===== src/rtl/vbg_pkg.sv =====
package vbg_pkg;
    localparam int BYTE_W = 8;

    typedef enum logic {
        STD_525 = 1'b0,
        STD_625 = 1'b1
    } vstd_e;
endpackage


===== src/rtl/vbg_regs.sv =====
module vbg_regs #(
    parameter int                 START_W   = 9,
    parameter int                 END_W     = 8,
    parameter logic [START_W-1:0] START_RST = 9'h103,
    parameter logic [END_W-1:0]   END_RST   = 8'h13
) (
    input  logic                          clk,
    input  logic                          rst_n,
    input  logic                          wr_start_lo,
    input  logic                          wr_start_hi,
    input  logic                          wr_end,
    input  logic [vbg_pkg::BYTE_W-1:0]    wr_data,
    output logic [START_W-1:0]            start_line,
    output logic [END_W-1:0]              end_line
);
    localparam int LO_W = vbg_pkg::BYTE_W;
    localparam int HI_W = START_W - LO_W;

    typedef struct packed {
        logic [HI_W-1:0]  st_hi;
        logic [LO_W-1:0]  st_lo;
        logic [END_W-1:0] fin;
    } regs_t;

    regs_t r_d, r_q;
    logic  unused_data_bits;

    assign unused_data_bits = ^wr_data[LO_W-1:HI_W];

    always_comb begin
        r_d = r_q;
        if (wr_start_lo) r_d.st_lo = wr_data;
        if (wr_start_hi) r_d.st_hi = wr_data[HI_W-1:0];
        if (wr_end)      r_d.fin   = wr_data[END_W-1:0];
    end

    always_ff @(posedge clk) begin
        if (!rst_n) begin
            r_q.st_hi <= START_RST[START_W-1:LO_W];
            r_q.st_lo <= START_RST[LO_W-1:0];
            r_q.fin   <= END_RST;
        end else begin
            r_q <= r_d;
        end
    end

    assign start_line = {r_q.st_hi, r_q.st_lo};
    assign end_line   = r_q.fin;

    assert_start_hi_R2: assert property (@(posedge clk) disable iff (!rst_n)
        wr_start_hi |=> start_line[START_W-1:LO_W] == $past(wr_data[HI_W-1:0]));
    assert_start_lo_keep_R2: assert property (@(posedge clk) disable iff (!rst_n)
        (wr_start_hi && !wr_start_lo) |=> $stable(start_line[LO_W-1:0]));
    assert_end_wr_R3: assert property (@(posedge clk) disable iff (!rst_n)
        wr_end |=> end_line == $past(wr_data[END_W-1:0]));
endmodule


===== src/rtl/vbg_line_ctr.sv =====
module vbg_line_ctr #(
    parameter int LINE_W = 10
) (
    input  logic              clk,
    input  logic              rst_n,
    input  logic              clr,
    input  logic              adv,
    output logic [LINE_W-1:0] count_next,
    output logic [LINE_W-1:0] count_q
);
    localparam logic [LINE_W-1:0] CNT_MAX = {LINE_W{1'b1}};

    typedef struct packed {
        logic [LINE_W-1:0] cnt;
    } ctr_t;

    ctr_t c_d, c_q;

    always_comb begin
        c_d = c_q;
        if (clr)
            c_d.cnt = '0;
        else if (adv && c_q.cnt != CNT_MAX)
            c_d.cnt = c_q.cnt + LINE_W'(1);
    end

    always_ff @(posedge clk) begin
        if (!rst_n) c_q <= '0;
        else        c_q <= c_d;
    end

    assign count_next = c_d.cnt;
    assign count_q    = c_q.cnt;

    assert_ctr_clear_R4: assert property (@(posedge clk) disable iff (!rst_n)
        clr |=> count_q == '0);
    assert_ctr_step_R4: assert property (@(posedge clk) disable iff (!rst_n)
        (adv && !clr && count_q != CNT_MAX) |=> count_q == $past(count_q) + LINE_W'(1));
    assert_ctr_sat_R4: assert property (@(posedge clk) disable iff (!rst_n)
        (count_q == CNT_MAX && !clr) |=> count_q == CNT_MAX);
endmodule


===== src/rtl/vbg_match.sv =====
module vbg_match #(
    parameter int LINE_W  = 10,
    parameter int VAL_W   = 9,
    parameter int OFF_525 = 262,
    parameter int OFF_625 = 313
) (
    input  logic [LINE_W-1:0] line,
    input  logic [VAL_W-1:0]  val,
    input  logic              std_625,
    output logic              hit
);
    localparam int NFIELD = 2;

    vbg_pkg::vstd_e    vstd;
    logic [LINE_W-1:0] even_off;
    logic [NFIELD-1:0] fhit;

    assign vstd     = vbg_pkg::vstd_e'(std_625);
    assign even_off = (vstd == vbg_pkg::STD_625) ? LINE_W'(OFF_625) : LINE_W'(OFF_525);

    for (genvar k = 0; k < NFIELD; k++) begin : g_field
        logic [LINE_W-1:0] cand;
        if (k == 0) begin : g_odd
            assign cand = LINE_W'(val);
        end else begin : g_even
            assign cand = LINE_W'(val) + even_off;
        end
        assign fhit[k] = (line == cand);
    end

    assign hit = |fhit;
endmodule


===== src/rtl/vblank_gen.sv =====
module vblank_gen #(
    parameter int                 LINE_W    = 10,
    parameter int                 START_W   = 9,
    parameter int                 END_W     = 8,
    parameter int                 OFF_525   = 262,
    parameter int                 OFF_625   = 313,
    parameter logic [START_W-1:0] START_RST = 9'h103,
    parameter logic [END_W-1:0]   END_RST   = 8'h13
) (
    input  logic       clk,
    input  logic       rst_n,
    input  logic       odd_start,
    input  logic       line_stb,
    input  logic       std_625,
    input  logic       blank_out_en,
    input  logic       wr_start_lo,
    input  logic       wr_start_hi,
    input  logic       wr_end,
    input  logic [7:0] wr_data,
    output logic       vblank,
    output logic       pix_ignore
);
    typedef struct packed {
        logic blank;
    } blk_t;

    logic [START_W-1:0] start_line;
    logic [END_W-1:0]   end_line;
    logic [LINE_W-1:0]  cnt_next;
    logic [LINE_W-1:0]  cnt_q;
    logic               upd;
    logic               hit_start;
    logic               hit_end;
    blk_t               b_d, b_q;

    vbg_regs #(
        .START_W(START_W), .END_W(END_W),
        .START_RST(START_RST), .END_RST(END_RST)
    ) u_regs (
        .clk(clk), .rst_n(rst_n),
        .wr_start_lo(wr_start_lo), .wr_start_hi(wr_start_hi), .wr_end(wr_end),
        .wr_data(wr_data),
        .start_line(start_line), .end_line(end_line)
    );

    vbg_line_ctr #(.LINE_W(LINE_W)) u_ctr (
        .clk(clk), .rst_n(rst_n),
        .clr(odd_start), .adv(line_stb),
        .count_next(cnt_next), .count_q(cnt_q)
    );

    vbg_match #(.LINE_W(LINE_W), .VAL_W(START_W), .OFF_525(OFF_525), .OFF_625(OFF_625)) u_mstart (
        .line(cnt_next), .val(start_line), .std_625(std_625), .hit(hit_start)
    );

    vbg_match #(.LINE_W(LINE_W), .VAL_W(END_W), .OFF_525(OFF_525), .OFF_625(OFF_625)) u_mend (
        .line(cnt_next), .val(end_line), .std_625(std_625), .hit(hit_end)
    );

    assign upd = odd_start | line_stb;

    always_comb begin
        b_d = b_q;
        if (upd) begin
            if (hit_start)    b_d.blank = 1'b1;
            else if (hit_end) b_d.blank = 1'b0;
        end
    end

    always_ff @(posedge clk) begin
        if (!rst_n) b_q <= '0;
        else        b_q <= b_d;
    end

    assign vblank     = b_q.blank & blank_out_en;
    assign pix_ignore = b_q.blank & blank_out_en;

    assert_blank_set_R5: assert property (@(posedge clk) disable iff (!rst_n)
        (upd && hit_start) |=> b_q.blank);
    assert_blank_clr_R5: assert property (@(posedge clk) disable iff (!rst_n)
        (upd && hit_end && !hit_start) |=> !b_q.blank);
    assert_blank_hold_R9: assert property (@(posedge clk) disable iff (!rst_n)
        !(upd && (hit_start || hit_end)) |=> $stable(b_q.blank));
    assert_count_advance_R4: assert property (@(posedge clk) disable iff (!rst_n)
        (!upd) |=> $stable(cnt_q));
endmodule


===== config.mk =====
export PLATFORM = sky130hd
export DESIGN_NAME = vblank_gen
export DESIGN_NICKNAME = d
export VERILOG_FILES = /design/src/rtl/vbg_pkg.sv /design/src/rtl/vbg_regs.sv /design/src/rtl/vbg_line_ctr.sv /design/src/rtl/vbg_match.sv /design/src/rtl/vblank_gen.sv
export SDC_FILE = /design/constraint.sdc
export NUM_CORES = 1
export LEC_CHECK = 0
export ABC_AREA = 1
export ABC_CLOCK_PERIOD_IN_PS = 6300
export BUFFER_PORTS_ARGS = -buffer_cell sky130_fd_sc_hd__clkbuf_2
export CELL_PAD_IN_SITES_DETAIL_PLACEMENT = 0
export CELL_PAD_IN_SITES_GLOBAL_PLACEMENT = 1
export CORE_MARGIN = 2
export CORE_UTILIZATION = 32
export DETAILED_ROUTE_END_ITERATION = 10
export HOLD_SLACK_MARGIN = 0.06
export PLACE_DENSITY = 0.68
export RECOVER_POWER = 100
export SYNTH_ARGS = -nofsm -noshare
export SYNTH_HDL_FRONTEND = slang
export SYNTH_SLANG_ARGS = --single-unit
export TNS_END_PERCENT = 10

===== constraint.sdc =====
create_clock -name clk -period 6.3 [get_ports clk]
set_input_delay 1.26 -clock clk [delete_from_list [all_inputs] [get_ports clk]]
set_output_delay 1.26 -clock clk [all_outputs]
set_load 0.01 [all_outputs]

==> flow_summary.ini, run 1 <==
[outcome]
status = finished clean

[floorplanning]
dieArea_um2 = 9160
die_y_um = 95.7
start_util_pct = 32.9
row_count = 33
io_pins = 19
die_w_um = 95.7
core_area_um2 = 8180

[finish]
diodes = 0
drive_gt1_share_pct = 5.51
num-fill-cells = 930
area_growth_pct = 6.98
fin_area_um2 = 2880
nNetsFinal = 505

[setup_path]
crit_slowest_cell = ha_1
cp_max_fo = 9
startpoint_type = input pin
crit_path_start = std_625
crit_top_cell = nand2_1
crit_type = input pin to register
crit_family = simple AND/OR/NAND/NOR gates
critPathRequiredTime_ps = 6460
r2r_start = u_ctr.count_q[0]
end_kind = register
path_cells = clkbuf_1 -> inv_1 -> ha_1 -> a21oi_1 -> nand2_1 -> nand2_1 -> nand2_1 -> nand2_1 -> nand2_1 -> inv_1 -> nand2_1 -> nand2_1 -> nand2_1 -> nor2_1 -> nand3_1 -> nand2_1 -> nand2_1 -> nand2_1 -> a21oi_2
path_buf_inv = 3
cp.arrival_ps = 3540
cp_slowest_stage_delay_ps = 430

[synthesis]
syn_area_um2 = 2690
syn-num-nets = 491
yosysUniqueCellTypes = 27
synthAdderAreaFrac_pct = 7.53
yosys_most_used_dff = dfxtp_1
synth.most_common_cell = nand2_1
synth_compound_area_share_pct = 8.14
ys_top_cells_by_area = nand2_1 23%, dfxtp_1 21%, inv_1 8.9%
yosysTopAreaCell = nand2_1
syn_avg_cell_area_um2 = 5.86
yosys.area_share.xor_xnor_pct = 4.56
synthMuxAreaShare_pct = 0
seq_area_frac_synth_pct = 20.8
synth_warnings = 0
synth.top_cells.by_count = 164 x nand2_1, 64 x inv_1, 42 x nor2_1
async_flop_share_pct = 0
synthSimpleGateAreaFrac_pct = 48.1
synth-edff-count = 0
ys_ff_latch = 28
synth_top_family_by_area = simple AND/OR/NAND/NOR gates
synth_top_area_share_pct = 22.9
synthCells = 459

[job]
max_cap_viol_count = 0

[clock_tree]
clkLatencyLatePin_ps = 290
path_clk_slew_ps = 100
numClockSinks = 28
cts_tree = yes
cts-htree-levels = 1
root_buffer = clkbuf_8
numCtsBuffers = 3
hold_buffers = 0
cts.repair.resized = 0
postCtsSetupBuffers = 0
clockBufferDepth = 2

[power_and_ir_drop]
p_comb_share_pct = 33.2
ir_drop_uv = 92.5
leakage_nw = 1.51
power_frac_seq_pct = 41.5
clkPwrFrac_pct = 25.4
p_int_uw = 298
switching_power_uw = 176
p_per_area_nw_per_um2 = 165
p_sw_share_pct = 37.1
p_total_uw = 474

[placement]
place_area_um2 = 2860
hpwl_um = 6640
gp_congestion = 0.865
port_buffers = 18

[global_route]
track_usage_pct = 18.9
grt_max_degree = 31
grt_pass1_wl_um = 13300
gr-total-overflow = 0
antenna_found_initial = 0
grt_pass1_vias = 2718

[detailed_routing]
dr.pass1.iters = 4
drt-total-wl_um = 7990
ant_nets = 0
vias_per_cell = 4.87
drc = 0
drt_iter0_drc = 108
vias = 2809
avgRoutedWirePerCell_um = 13.9

[timing]
skew_ps = 4.93
rsz0062_at_grt = false
setup_viol = 0
report.final.slew_viol_count = 0
worst_pin_slew_ps = 886
fin_setup_tns_ps = 0
fin_crit_ps = 3390
hold_violations = 0
period_share_pct = 53.8
slew_headroom_pct = 40.8
max_freq_ghz = 0.295

[min_path]
hp-class = register to register
min_from = b_q
==> metal layers <==
| layer | share of wire (%) | global-route usage (%) | vias up |
|---|---|---|---|
| met4 | 2.3 | 5.71 | 0 |
| met1 | 48 | 25.3 | 1243 |
| met5 | 0 | 0 | - |
| li1 | - | - | 1494 |
| met3 | 4.1 | 1.58 | 13 |
| met2 | 45 | 32.2 | 59 |
==> cell type report <==
| cell class | count | area, µm² | share of cell area (%) |
|---|---|---|---|
| tap | 105 | 131 | 4.57 |
| sequential | 28 | 561 | 19.5 |
| multi-input combinational | 357 | 1810 | 62.7 |
| timing repair buffer | 18 | 81.3 | 2.83 |
| inverter | 65 | 244 | 8.48 |
| clock buffer | 4 | 55.1 | 1.91 |
==> power by group through the flow <==
stage	clock (mW)	combinational (mW)	sequential, mW
floorplan	0	0.118	0.196
global placement	0	0.157	0.200
detailed placement	0	0.158	0.200
CTS	0.122	0.159	0.196
global route	0.128	0.182	0.198
finish	0.120	0.157	0.196
==> path summary, 6_finish.rpt <==
check         to  slack, ps  cells past startpoint
max reg2reg  b_q       3300                     15
max          b_q       2910                     19
min reg2reg  b_q        490                      2
min          b_q        490                      2
==> kinds of logic (layout without fill, tap and decap cells) <==
family                   count (synthesis)  in the layout
AND/OR/NAND/NOR                        288            288
flip-flops                              28             28
XOR/XNOR                                14             14
adder cells (fa/ha/maj)                 15             15
buffers and inverters                   74             87
AO/OA/AOI/OAI                           40             40
==> flip-flops by register name, summed over array words and instances (netlist names) <==
signal	cells
u_ctr.count_q	10
u_regs.start_line	9
u_regs.end_line	8
b_q	1
==> layout by cell type (no fill, tap or decap), drive strengths merged <==
cell      n
nand4    25
a21oi    22
ha       13
xor2     10
fa        2
xnor2     4
dfxtp    28
o21ai    16
clkbuf   22
nand3b    5
inv      65
nor3      4
a31oi     1
nand3    44
a22oi     1
nor2     43
nand2   167
==> stage by stage <==
step                setup WS (ps)  hold WS (ps)  std cells  utilization (%)
detailed placement           2810           480        573             35.0
CTS                          3130           497        577             35.7
finish                       2910           494        577             35.2
global placement             2860           480        573             35.0
floorplan                    3450           448        459                -
global route                 2580           529        577             35.2
==> tightest hold or removal path: cells and delay by family (launching register included) <==
family,cells,cell delay [ps]
DFF,1,340
and+or+nand+nor,1,80
AOI/OAI and AO/OA,1,40
Power figures use the tool's default switching activity.
==> run 2: changes to the inputs <==
- ABC_CLOCK_PERIOD_IN_PS: 6300 -> 2950
- PLACE_DENSITY: 0.68 -> 0.7
- clock period: 6.3 -> 2.95 ns (I/O delays scaled with it)
==> flow_summary.ini, run 2 (same netlist as run 1, synthesis figures left out) <==
[timing]
fin_setup_tns_ps = 0
max_freq_ghz = 0.384
worst_pin_slew_ps = 649
rsz0062_at_grt = false
setup_viol = 0
slew_headroom_pct = 56.7
hold_violations = 0
skew_ps = 5.69
fin_crit_ps = 2600
report.final.slew_viol_count = 0
whs_ps = 507
period_share_pct = 88.3

[finish]
largest_register_ffs = 10
fin_util_pct = 35.6
multi_input_area_um2 = 1820
diodes = 0
seqCellArea_um2 = 561
nNetsFinal = 509
num-fill-cells = 913
fin_area_um2 = 2910
mostFrequentLayoutCells = 165 x nand2_1, 64 x inv_1, 42 x nor2_1
area_growth_pct = 8.05
final_common_cell = nand2_1
drive_gt1_share_pct = 6.95

[clock_tree]
root_buffer = clkbuf_8
cts.repair.resized = 0
hold_buffers = 0
clockBufferDepth = 2
cts_tree = yes
numCtsBuffers = 3
clkLatencyLatePin_ps = 280
cts-htree-levels = 1
numClockSinks = 28
postCtsSetupBuffers = 0
path_clk_slew_ps = 100

[global_route]
antenna_found_initial = 0
track_usage_pct = 19.3
gr-total-overflow = 0
grt_max_degree = 21
grt_pass1_wl_um = 13500
grt_pass1_vias = 2738

[setup_path]
r2r_start = u_ctr.count_q[0]
crit_path_start = u_ctr.count_q[0]
cp_max_fo = 20
startpoint_type = register
end_kind = register
crit_type = register to register
cp.arrival_ps = 2820
critPathRequiredTime_ps = 3170
rrSetupSlack_ps = 350

[floorplanning]
core_area_um2 = 8180
die_y_um = 95.7
die_w_um = 95.7
start_util_pct = 32.9
row_count = 33
dieArea_um2 = 9160
io_pins = 19

[detailed_routing]
vias_per_cell = 4.92
ant_nets = 0
drc = 0
avgRoutedWirePerCell_um = 14.0
drt-total-wl_um = 8140
drt_iter0_drc = 122
vias = 2852
dr.pass1.iters = 4

[power_and_ir_drop]
leakage_nw = 1.52
p_per_area_nw_per_um2 = 337
ir_drop_uv = 194
p_total_uw = 979

[placement]
port_buffers = 18
gp_congestion = 0.924
place_area_um2 = 2890
hpwl_um = 6760

[job]
max_cap_viol_count = 0

[min_path]
hp-class = register to register
min_from = b_q

[outcome]
status = finished clean
## run 2: worst paths after layout
check,end,cells past startpoint
worst max-delay path,b_q,13
worst min register to register,b_q,2
worst min-delay path,b_q,2
worst max register to register,b_q,13
## run 2: final cells by class
type	instances	share of cell area, %
Multi-Input combinational cell	357	62.5
Sequential cell	28	19.3
Inverter	65	8.39
Tap cell	105	4.52
Timing Repair Buffer	22	3.92
Clock buffer	3	1.42
## run 2: layer usage
metal	global-route usage, %	up-vias	share of wire (%)
li1	-	1509	-
met1	25.5	1269	49
met2	33.9	61	46
met3	1.50	13	3.3
met4	4.88	0	2.0
met5	0	-	0
## run 2: through the flow
step           instances  setup WS (ps)
3_5_place_dp         577            213
4_1_cts              580            409
2_1_floorplan        459            766
5_1_grt              580           65.4
3_3_place_gp         577            158
6_report             580            346
## run 2: worst max-delay path, cell delays in order, from the launching register on
cell and delay, ps:
dfxtp_1 420, ha_1 240, nand2_1 60, nor2_1 110
nand3_2 360, nand3_1 330, nand3_1 250, xor2_1 200
nand2_1 60, nor2_1 160, nand3_1 100, nand2_1 60
nand2_1 60, a21oi_2 120
## run 2: power breakdown
| group | internal [mW] | leakage, nW | switching [mW] |
|---|---|---|---|
| registers | 0.396 | 0.231 | 0.0217 |
| clock network | 0.0921 | 0.0216 | 0.129 |
| logic | 0.125 | 1.27 | 0.215 |
| total | 0.613 | 1.52 | 0.366 |
